<file path="src/rtl/prio_irq_pkg.sv">
package prio_irq_pkg;
    localparam int NUM_LINES      = 14;
    localparam int NUM_GEN        = 12;
    localparam int PRIO_W         = 4;
    localparam int ID_W           = 4;
    localparam int SPC_W          = 3;
    localparam int SPC_MAX        = 4;
    localparam int VEC_BASE_SHIFT = 5;
    localparam int VEC_W          = ID_W + SPC_MAX + VEC_BASE_SHIFT;
    localparam int SHARED_LINE    = 7;
    localparam int TIMER_LINE     = 12;
    localparam int PERF_LINE      = 13;
    localparam int LO_LINES       = 8;

    typedef enum logic {
        MODE_LEGACY   = 1'b0,
        MODE_VECTORED = 1'b1
    } irq_mode_e;

    typedef struct packed {
        logic [SPC_W-1:0] spacing;
        logic             timer_excl;
        irq_mode_e        mode;
        logic             gie;
    } irq_cfg_t;
endpackage

</file>
<file path="src/rtl/prio_irq_regs.sv">
module prio_irq_regs
    import prio_irq_pkg::*;
#(
    parameter int DATA_W = 32
) (
    input  logic                        clk,
    input  logic                        rst_n,
    input  logic                        wr_en,
    input  logic [1:0]                  wr_addr,
    input  logic [DATA_W-1:0]           wr_data,
    output irq_cfg_t                    cfg,
    output logic [NUM_LINES-1:0]        mask,
    output logic [NUM_LINES*PRIO_W-1:0] prio_flat
);
    localparam int HI_LINES = NUM_LINES - LO_LINES;

    logic [LO_LINES-1:0] mask_lo_q;
    logic [HI_LINES-1:0] mask_hi_q;
    irq_cfg_t            cfg_q;

    always_ff @(posedge clk or negedge rst_n) begin
        if (!rst_n) begin
            cfg_q     <= '0;
            mask_lo_q <= '0;
            mask_hi_q <= '0;
        end else if (wr_en) begin
            unique case (wr_addr)
                2'd0: begin
                    cfg_q.spacing    <= wr_data[SPC_W-1:0];
                    cfg_q.timer_excl <= wr_data[3];
                    cfg_q.mode       <= irq_mode_e'(wr_data[4]);
                    cfg_q.gie        <= wr_data[5];
                    mask_hi_q        <= wr_data[8 +: HI_LINES];
                end
                2'd1:    mask_lo_q <= wr_data[LO_LINES-1:0];
                default: ;
            endcase
        end
    end

    for (genvar i = 0; i < NUM_LINES; i++) begin : g_prio
        localparam logic [1:0] ADDR = (i < LO_LINES) ? 2'd2 : 2'd3;
        localparam int         K    = (i < LO_LINES) ? i : i - LO_LINES;
        logic [PRIO_W-1:0] prio_q;
        always_ff @(posedge clk or negedge rst_n) begin
            if (!rst_n)
                prio_q <= '0;
            else if (wr_en && wr_addr == ADDR)
                prio_q <= wr_data[K*PRIO_W +: PRIO_W];
        end
        assign prio_flat[i*PRIO_W +: PRIO_W] = prio_q;
    end

    assign cfg  = cfg_q;
    assign mask = {mask_hi_q, mask_lo_q};
endmodule

</file>
<file path="src/rtl/prio_irq_pend.sv">
module prio_irq_pend
    import prio_irq_pkg::*;
(
    input  logic                 clk,
    input  logic                 rst_n,
    input  logic [NUM_GEN-1:0]   src_irq,
    input  logic                 timer_req,
    input  logic                 perf_req,
    input  logic                 timer_excl,
    output logic [NUM_LINES-1:0] pend
);
    logic [NUM_LINES-1:0] pend_d;
    logic [NUM_LINES-1:0] pend_q;

    for (genvar i = 0; i < NUM_LINES; i++) begin : g_route
        if (i == TIMER_LINE) begin : g_tmr
            assign pend_d[i] = timer_req & timer_excl;
        end else if (i == PERF_LINE) begin : g_perf
            assign pend_d[i] = perf_req;
        end else if (i == SHARED_LINE) begin : g_shared
            assign pend_d[i] = src_irq[i] | (timer_req & ~timer_excl);
        end else begin : g_plain
            assign pend_d[i] = src_irq[i];
        end
    end

    always_ff @(posedge clk or negedge rst_n) begin
        if (!rst_n) pend_q <= '0;
        else        pend_q <= pend_d;
    end

    assign pend = pend_q;

    AST_LINE12_QUIET: assert property (@(posedge clk) disable iff (!rst_n)
        !timer_excl |=> !pend_q[TIMER_LINE]);
endmodule

</file>
<file path="src/rtl/prio_irq_arb.sv">
module prio_irq_arb
    import prio_irq_pkg::*;
(
    input  logic                        clk,
    input  logic                        rst_n,
    input  logic [NUM_LINES-1:0]        active,
    input  logic [NUM_LINES*PRIO_W-1:0] prio_flat,
    input  irq_mode_e                   mode,
    input  logic [SPC_W-1:0]            spacing,
    output logic                        irq_valid,
    output logic [ID_W-1:0]             irq_id,
    output logic [PRIO_W-1:0]           irq_prio,
    output logic [VEC_W-1:0]            vec_offset
);
    localparam int SH_W = $clog2(SPC_MAX + VEC_BASE_SHIFT + 1);

    logic              found;
    logic [ID_W-1:0]   best_id;
    logic [PRIO_W-1:0] best_prio;
    logic [SH_W-1:0]   shift;

    always_comb begin
        found     = 1'b0;
        best_id   = '0;
        best_prio = '0;
        for (int i = 0; i < NUM_LINES; i++) begin
            if (active[i]) begin
                unique case (mode)
                    MODE_VECTORED: begin
                        if (!found || prio_flat[i*PRIO_W +: PRIO_W] <= best_prio) begin
                            best_id   = ID_W'(i);
                            best_prio = prio_flat[i*PRIO_W +: PRIO_W];
                        end
                    end
                    MODE_LEGACY: begin
                        best_id   = ID_W'(i);
                        best_prio = '0;
                    end
                endcase
                found = 1'b1;
            end
        end
    end

    always_comb begin
        if (spacing > SPC_W'(SPC_MAX))
            shift = SH_W'(SPC_MAX + VEC_BASE_SHIFT);
        else
            shift = SH_W'(spacing) + SH_W'(VEC_BASE_SHIFT);
    end

    always_comb begin
        irq_valid  = found;
        irq_id     = best_id;
        irq_prio   = best_prio;
        vec_offset = '0;
        if (found && mode == MODE_VECTORED)
            vec_offset = VEC_W'(best_id) << shift;
    end

    AST_WIN_IS_ACTIVE: assert property (@(posedge clk) disable iff (!rst_n)
        irq_valid |-> active[irq_id]);
    AST_LEGACY_NO_VEC: assert property (@(posedge clk) disable iff (!rst_n)
        (mode == MODE_LEGACY) |-> (vec_offset == '0 && irq_prio == '0));
    AST_VEC_ALIGNED: assert property (@(posedge clk) disable iff (!rst_n)
        (irq_valid && mode == MODE_VECTORED) |-> (vec_offset[VEC_BASE_SHIFT-1:0] == '0));

    for (genvar j = 0; j < NUM_LINES; j++) begin : g_chk
        AST_WIN_BEST: assert property (@(posedge clk) disable iff (!rst_n)
            (irq_valid && mode == MODE_VECTORED && active[j]) |->
            ((prio_flat[j*PRIO_W +: PRIO_W] > irq_prio) ||
             (prio_flat[j*PRIO_W +: PRIO_W] == irq_prio && ID_W'(j) <= irq_id)));
    end
endmodule

</file>
<file path="src/rtl/prio_irq_ctrl.sv">
module prio_irq_ctrl
    import prio_irq_pkg::*;
#(
    parameter int DATA_W = 32
) (
    input  logic                        clk,
    input  logic                        rst_n,
    input  logic                        wr_en,
    input  logic [1:0]                  wr_addr,
    input  logic [DATA_W-1:0]           wr_data,
    input  logic [NUM_GEN-1:0]          src_irq,
    input  logic                        timer_req,
    input  logic                        perf_req,
    output logic                        irq_valid,
    output logic [ID_W-1:0]             irq_id,
    output logic [PRIO_W-1:0]           irq_prio,
    output logic [VEC_W-1:0]            vec_offset
);
    irq_cfg_t                    cfg;
    logic [NUM_LINES-1:0]        mask;
    logic [NUM_LINES*PRIO_W-1:0] prio_flat;
    logic [NUM_LINES-1:0]        pend;
    logic [NUM_LINES-1:0]        active;

    prio_irq_regs #(.DATA_W(DATA_W)) regs_i (
        .clk       (clk),
        .rst_n     (rst_n),
        .wr_en     (wr_en),
        .wr_addr   (wr_addr),
        .wr_data   (wr_data),
        .cfg       (cfg),
        .mask      (mask),
        .prio_flat (prio_flat)
    );

    prio_irq_pend pend_i (
        .clk        (clk),
        .rst_n      (rst_n),
        .src_irq    (src_irq),
        .timer_req  (timer_req),
        .perf_req   (perf_req),
        .timer_excl (cfg.timer_excl),
        .pend       (pend)
    );

    assign active = pend & mask & {NUM_LINES{cfg.gie}};

    prio_irq_arb arb_i (
        .clk        (clk),
        .rst_n      (rst_n),
        .active     (active),
        .prio_flat  (prio_flat),
        .mode       (cfg.mode),
        .spacing    (cfg.spacing),
        .irq_valid  (irq_valid),
        .irq_id     (irq_id),
        .irq_prio   (irq_prio),
        .vec_offset (vec_offset)
    );

    AST_GATED_BY_GIE: assert property (@(posedge clk) disable iff (!rst_n)
        !cfg.gie |-> !irq_valid);
    AST_IDLE_ZERO: assert property (@(posedge clk) disable iff (!rst_n)
        !irq_valid |-> (irq_id == '0 && vec_offset == '0));
endmodule

</file>
<file path="config.mk">
export PLATFORM = sky130hd
export DESIGN_NAME = prio_irq_ctrl
export DESIGN_NICKNAME = d
export VERILOG_FILES = /design/src/rtl/prio_irq_pkg.sv /design/src/rtl/prio_irq_regs.sv /design/src/rtl/prio_irq_pend.sv /design/src/rtl/prio_irq_arb.sv /design/src/rtl/prio_irq_ctrl.sv
export SDC_FILE = /design/constraint.sdc
export NUM_CORES = 1
export LEC_CHECK = 0
export BUFFER_PORTS_ARGS = -buffer_cell sky130_fd_sc_hd__buf_2
export CORE_MARGIN = 1
export CORE_UTILIZATION = 54
export DETAILED_ROUTE_END_ITERATION = 8
export GPL_TIMING_DRIVEN = 0
export PLACE_DENSITY = 0.78
export RECOVER_POWER = 100
export SYNTH_ARGS = -nofsm -noshare
export SYNTH_HDL_FRONTEND = slang
export SYNTH_SLANG_ARGS = --single-unit
</file>
<file path="constraint.sdc">
create_clock -name clk -period 22.8 [get_ports clk]
set_input_delay 1.14 -clock clk [delete_from_list [all_inputs] [get_ports clk]]
set_output_delay 1.14 -clock clk [all_outputs]
set_load 0.02 [all_outputs]
</file>
==> impl_results.md, run 1 <==
- Layout cell share with drive strength beyond 1: 42.46%
- Port buffer count: 72
- Vias in the first global route: 6062
- Pre-CTS setup slack: -2.479 ns
- Power Total: 0.8316 mW
- P per Cell Area: 96.77 mW/mm^2
- Post-synth EDFFs: 0
- Initial antenna violation count: 0
- Max Freq: 0.04335 GHz
- CTS H-tree depth: 3
- Worst-Skew Late Latency: 0.36 ns
- Starting Density: 55.52%
- Critical Path Fanout Max: 8
- Synth unique cells: 64
- Synth warn: 0
- Clock sink count: 90
- Layout Skew: 0.001448 ns
- Layout Area Growth over Synthesis: 34.98%
- Share of Yosys cell area claimed by the top area cell type: 35.38%
- CP top delay family: compound AO/OA/AOI/OAI gates
- Mapped Cells: 675
- Relative slew slack: -129.4%
- Slew Viols, Final: 75
- Hold Path Class: flip-flop to flip-flop
- Post-route ant nets: 0
- Crit-path max cell delay: 0.47 ns
- Routed vias: 6448
- Pleak: 3.784 nW
- # nets final: 935
- # diodes: 0
- Multi-input logic area: 0.004696 mm^2
- Total die area: 0.01223 mm^2
- Grt total ovfl: 0
- Die span in x: 110.6 um
- Routed len/inst: 22.18 um
- Root Buffer: clkbuf_16
- Post-DP HPWL: 14.33 mm
- Yosys reg bits: 90
- Setup TNS: -1.610 ns
- RSZ-0062 raised after global routing: true
- Most used DFF post-synth: dfrtp_1
- Dominant cells by area after synthesis: dfrtp_1 (35%), mux2_2 (14%), ha_1 (10%)
- DR DRC count: 0
- Slowest-stage cell, CP: o41a_1
- Arr. time, crit path: 21.93 ns
- FP Rows: 39
- Mean Syn Cell Area: 9.431 um^2
- Final Cycle Share: 101.2%
- Router iterations before antenna repair: 6
- Final worst setup slack: -0.2659 ns
- Seq/Total Area, Yosys: 35.38%
- Worst slew pin tran: 3.440 ns
- Element type at the critical path start: flip-flop
- WL final: 21.71 mm
- Fin. Hold Viols: 0
- CP Capture Type: output pin
- Fraction of registers with async set/reset: 100.0%
- Total GRT Usage: 32.20%
- Filler cells: 763
- Clk slew on worst S/H paths: 0.07 ns
- Post-route minimum period: 23.07 ns
- CTS max path bufs: 2
- Sequential cell area: 0.002252 mm^2
- Die Ht: 110.6 um
- CTS tree: built
- Req. time, crit path: 21.66 ns
- Failing checks: max-capacitance violations, max-slew violations, negative setup slack
- Max Cap Viol: 2
- Num CTS Buffers: 9
- Cell area after synthesis: 0.006366 mm^2
- IO Count: 73
- Status: finished, violations left
- DR iter-0 viols: 630
- Worst Path Buf+Inv: 9
- CP Class: flip-flop to output pin
- Final setup vio count: 12
- First-pass GRT wire length: 30.88 mm
- Routability cong.: 0.9243
- Total core area: 0.01147 mm^2
- Via density: 6.586
- Synth area leader: dfrtp_1
- Largest net degree at the start of global routing: 66
- Synthesized Nets: 779
- Cell mode on critical path: o21a_1
- Peak supply drop: 0.1123 mV
==> cell families (layout without fill, tap and decap cells) <==
group	after synthesis	count (layout)	synth area share, %
simple gates	217	217	16.90
compound gates	181	181	19.58
flops	90	90	35.38
mux	84	84	14.74
fa+ha+maj	53	53	10.42
buf+inv	50	211	2.987
==> final cells by class <==
type | instances | area share, %
clock inverter | 6 | 0.6698
sequential | 90 | 26.21
buffer | 18 | 1.136
clock buffer | 10 | 2.781
tap | 143 | 2.082
inverter | 31 | 1.383
multi-input combinational | 535 | 54.64
timing repair buffer | 146 | 11.09
==> worst paths after layout <==
path | startpoint | slack, ns | depth (start not counted) | to
max | regs_i.cfg[1]$_DFFE_PN0P_ | -0.27 | 113 | vec_offset[5]
min | regs_i.mask_lo_q[7]$_DFFE_PN0P_ | 0.50 | 1 | regs_i.mask_lo_q[7]$_DFFE_PN0P_
max reg2reg | regs_i.cfg[1]$_DFFE_PN0P_ | 20.71 | 4 | regs_i.cfg[1]$_DFFE_PN0P_
min reg2reg | regs_i.mask_lo_q[7]$_DFFE_PN0P_ | 0.50 | 1 | regs_i.mask_lo_q[7]$_DFFE_PN0P_
max in group asynchronous | rst_n | 17.79 | 2 | regs_i.mask_lo_q[2]$_DFFE_PN0P_
min in group asynchronous | rst_n | 1.09 | 1 | regs_i.g_prio[11].prio_q[3]$_DFFE_PN0P_
==> worst reg2reg max path: cells and delay by family, from the launching register on <==
kind,cells,cell delay (ns)
buffers and inverters,3,1.38
DFF,1,0.38
AOI/OAI and AO/OA,1,0.19
==> layer usage <==
layer | GRT usage, % | vias up | wire, um
li1 | - | 2849 | -
met1 | 42.04 | 3093 | 8538
met2 | 52.13 | 418 | 10460
met3 | 5.928 | 88 | 1754
met4 | 14.31 | 0 | 956
met5 | 0 | - | 0
==> synth_stat cells (all sizes together) (8+ instances only) <==
library cell / count
and2: 10
nor2b: 14
ha: 53
nand2: 62
a31oi: 8
mux2: 78
nor2: 43
o21ai: 34
nand4: 13
o21a: 18
a22oi: 9
dfrtp: 90
and3: 18
clkbuf: 15
nand3: 21
inv: 31
a21oi: 41
==> timing repair <==
| item | in CTS | in global routing |
|---|---|---|
| setup endpoints to repair | 21 | 21 |
| setup buffers | 21 | 54 |
| pin swaps | 18 | 90 |
| hold endpoints to repair | 0 | 0 |
| gates resized for setup | 58 | 124 |
| hold buffers | 0 | 0 |
==> report_power, final <==
part           internal (mW)  switching [mW]  leakage (nW)
Clock                 0.0790          0.0717         0.139
Sequential             0.186          0.0317          1.07
Combinational          0.220           0.243          2.58
==> flip-flops by register name (all words and copies together), names as in the netlist <==
register and cells:
pend_i.pend 14, regs_i.cfg 6, regs_i.g_prio.prio_q 56, regs_i.mask_lo_q 8
regs_i.mask_hi_q 6
==> cell usage in the layout (no fill, tap or decap), types with 6 or more instances in the layout <==
cell	count
buf_4	78
nor2_4	7
buf_2	58
nand2_1	53
nor2b_1	8
a31oi_1	6
dfrtp_1	90
nand4_1	13
o211ai_1	6
mux2_2	72
and3_1	13
a21oi_1	27
nor2_1	33
nand3_1	20
nand2_2	9
inv_1	28
ha_1	36
o22ai_1	6
clkbuf_16	9
o21ai_0	24
o21a_1	18
a22oi_1	7
clkbuf_1	19
ha_4	16
a21oi_2	9
==> through the flow <==
step | hold WS, ns | std cells | utilization [%] | cell area [um^2]
final | 0.5017 | 979 | 74.94 | 8593
after global routing | 0.5263 | 979 | 74.94 | 8593
after CTS | 0.5041 | 927 | 66.39 | 7614
after detailed placement | 0.4880 | 891 | 60.52 | 6940
after global placement | 0.4761 | 890 | 60.22 | 6905
after floorplan | 0.4584 | 675 | - | 6366
Note: power is estimated with default switching activity, not from simulation.
==> inputs of run 2 (changes only) <==
CAP_MARGIN = 20   (was default)
CELL_PAD_IN_SITES_DETAIL_PLACEMENT = 0   (was default)
CELL_PAD_IN_SITES_GLOBAL_PLACEMENT = 1   (was default)
CORE_UTILIZATION = 50   (was 54)
PLACE_DENSITY = default   (was 0.78)
PLACE_DENSITY_LB_ADDON = 0.1   (was default)
clock period = 27.6 ns   (was 22.8 ns; I/O delays follow)
==> run 2 against run 1 <==
Net effect: the run ends with max-capacitance violations, max-slew violations left; flip-flop and latch count unchanged; worst setup slack improved by 2.1 ns; die area increased by 7.9%; power down 32%; non-clock buffer count down 73; utilization decreased by 16 points; combinational power decreased by 43%; largest power group unchanged; clock skew barely moved; cell count decreased by 5.1%.
==> impl_results.md, run 2 (same netlist as run 1, synthesis figures left out) <==
- Status: finished, violations left
- Failing checks: max-capacitance violations, max-slew violations
- Vias in the first global route: 5416
- CTS H-tree depth: 3
- Setup repair bufs after CTS: 0
- CP Capture Type: output pin
- Total GRT Usage: 29.39%
- Largest reg by FF count: regs_i.g_prio.prio_q
- Die Ht: 114.8 um
- Max Cap Viol: 2
- Element type at the critical path start: flip-flop
- Cell mode on critical path: o21a_1
- Clock sink count: 90
- Crit-path max cell delay: 0.49 ns
- Met1 Usage GRT: 40.99%
- Relative slew slack: -132.1%
- First-pass GRT wire length: 28.99 mm
- Max Freq: 0.03879 GHz
- Fin. Hold Viols: 0
- Peak supply drop: 0.03729 mV
- Commonest non-fill, non-tap cell in the layout: dfrtp_1
- DR DRC count: 0
- Final Cycle Share: 93.41%
- Largest register FFs: 56
- Post-DP HPWL: 14.51 mm
- Die span in x: 114.8 um
- Slowest-stage cell, CP: a21oi_1
- DR iter-0 viols: 405
- Clk slew on worst S/H paths: 0.06 ns
- Pleak: 3.240 nW
- Via density: 6.111
- Routed len/inst: 19.70 um
- Grt total ovfl: 0
- Hold_buf cts: 0
- Post-route minimum period: 25.78 ns
- P per Cell Area: 77.81 mW/mm^2
- Setup TNS: 0 ns
- Port buffer count: 72
- Commonest non-fill, non-tap cells in the layout: dfrtp_1 (90), mux2_2 (77), nand2_1 (62)
- Largest net degree at the start of global routing: 66
- Total core area: 0.01221 mm^2
- Routed vias: 5677
- Hold_ws: 0.4952 ns
- Power Total: 0.5617 mW
- Starting Density: 52.13%
- Post-route ant nets: 0
- Final setup vio count: 0
- Worst-Skew Late Latency: 0.34 ns
- GRT busiest layer: met2
- Pre-CTS setup slack: 2.166 ns
- Arr. time, crit path: 24.40 ns
- # nets final: 862
- RSZ-0062 raised after global routing: false
- Filler cells: 1109
- Layout Area Growth over Synthesis: 13.40%
- CTS max path bufs: 2
- # diodes: 0
- Critical Path Fanout Max: 13
- Layout cell share with drive strength beyond 1: 21.81%
- Hold Path Class: flip-flop to flip-flop
- IO Count: 73
- WL final: 18.30 mm
- GR Util met2: 46.67%
- Routability cong.: 0.8801
- Total die area: 0.01319 mm^2
- Initial antenna violation count: 0
- Layout Skew: 0.001301 ns
- CTS tree: built
- Met3 Use GR: 4.112%
- Slew Viols, Final: 75
- CP Class: flip-flop to output pin
- Router iterations before antenna repair: 5
- Final worst setup slack: 1.818 ns
- Root Buffer: clkbuf_16
- Num CTS Buffers: 9
- FP Rows: 40
- Req. time, crit path: 26.22 ns
- Worst slew pin tran: 3.482 ns
## run 2: cell count changes in the layout (fill, tap and decap cells not counted), sizes merged
cell      previous run  this run
buf                144        62
bufinv               0         1
clkbuf              30        39
clkinv               1         2
clkinvlp             2         0
inv                 34        32
## run 2: layout make-up
class / instances / area [um^2] / share of cell area (%)
buffer: 18 / 70.07 / 0.9705
timing repair buffer: 73 / 349.1 / 4.835
clock buffer: 10 / 239.0 / 3.310
clock inverter: 4 / 52.55 / 0.7279
multi-input combinational: 535 / 3930 / 54.44
inverter: 31 / 116.4 / 1.612
sequential: 90 / 2252 / 31.20
tap: 168 / 210.2 / 2.912
## run 2: power breakdown
group	internal [mW]	switching, mW
logic	0.110	0.152
registers	0.154	0.0214
clock network	0.0720	0.0520
total	0.336	0.226
## run 2: worst max-delay path, delay by kind of cell (launching register included)
kind / cells / cell delay, ns
buffers and inverters: 5 / 0.81
multiplexers: 2 / 0.80
flip-flops: 1 / 0.37
AO/OA/AOI/OAI: 55 / 11.77
adder cells (fa/ha/maj): 13 / 4.07
AND/OR/NAND/NOR: 36 / 6.18
## run 2: per-stage QoR
| stage | instances | utilization (%) | instance area [um^2] |
|---|---|---|---|
| floorplan | 675 | - | 6366 |
| global placement | 915 | 56.80 | 6937 |
| detailed placement | 916 | 57.09 | 6972 |
| CTS | 930 | 59.48 | 7263 |
| global route | 929 | 59.12 | 7219 |
| finish | 929 | 59.12 | 7219 |
## run 2: routing by layer
layer | share of wire, % | vias up
li1 | - | 2700
met1 | 48 | 2755
met2 | 45 | 191
met3 | 4.7 | 31
met4 | 3.1 | 0
met5 | 0 | -
## run 2: path summary, 6_finish.rpt
kind / startpoint / endpoint / slack, ns / depth (start not counted)
worst max-delay path: regs_i.cfg[0]$_DFFE_PN0P_ / vec_offset[9] / 1.82 / 111
worst min-delay path: regs_i.cfg[2]$_DFFE_PN0P_ / pend_i.pend[12]$_DFF_PN0_ / 0.50 / 1
worst min register to register: regs_i.cfg[2]$_DFFE_PN0P_ / pend_i.pend[12]$_DFF_PN0_ / 0.50 / 1
max in group asynchronous: rst_n / regs_i.mask_hi_q[2]$_DFFE_PN0P_ / 22.33 / 2
worst max register to register: regs_i.cfg[1]$_DFFE_PN0P_ / regs_i.cfg[1]$_DFFE_PN0P_ / 25.71 / 4
min in group asynchronous: rst_n / regs_i.g_prio[5].prio_q[1]$_DFFE_PN0P_ / 1.33 / 1
## run 2: what timing repair did
| action | CTS | global route |
|---|---|---|
| setup endpoints to repair | 0 | 16 |
| resized for setup | 0 | 3 |
| endpoints found under the hold margin | 0 | 0 |
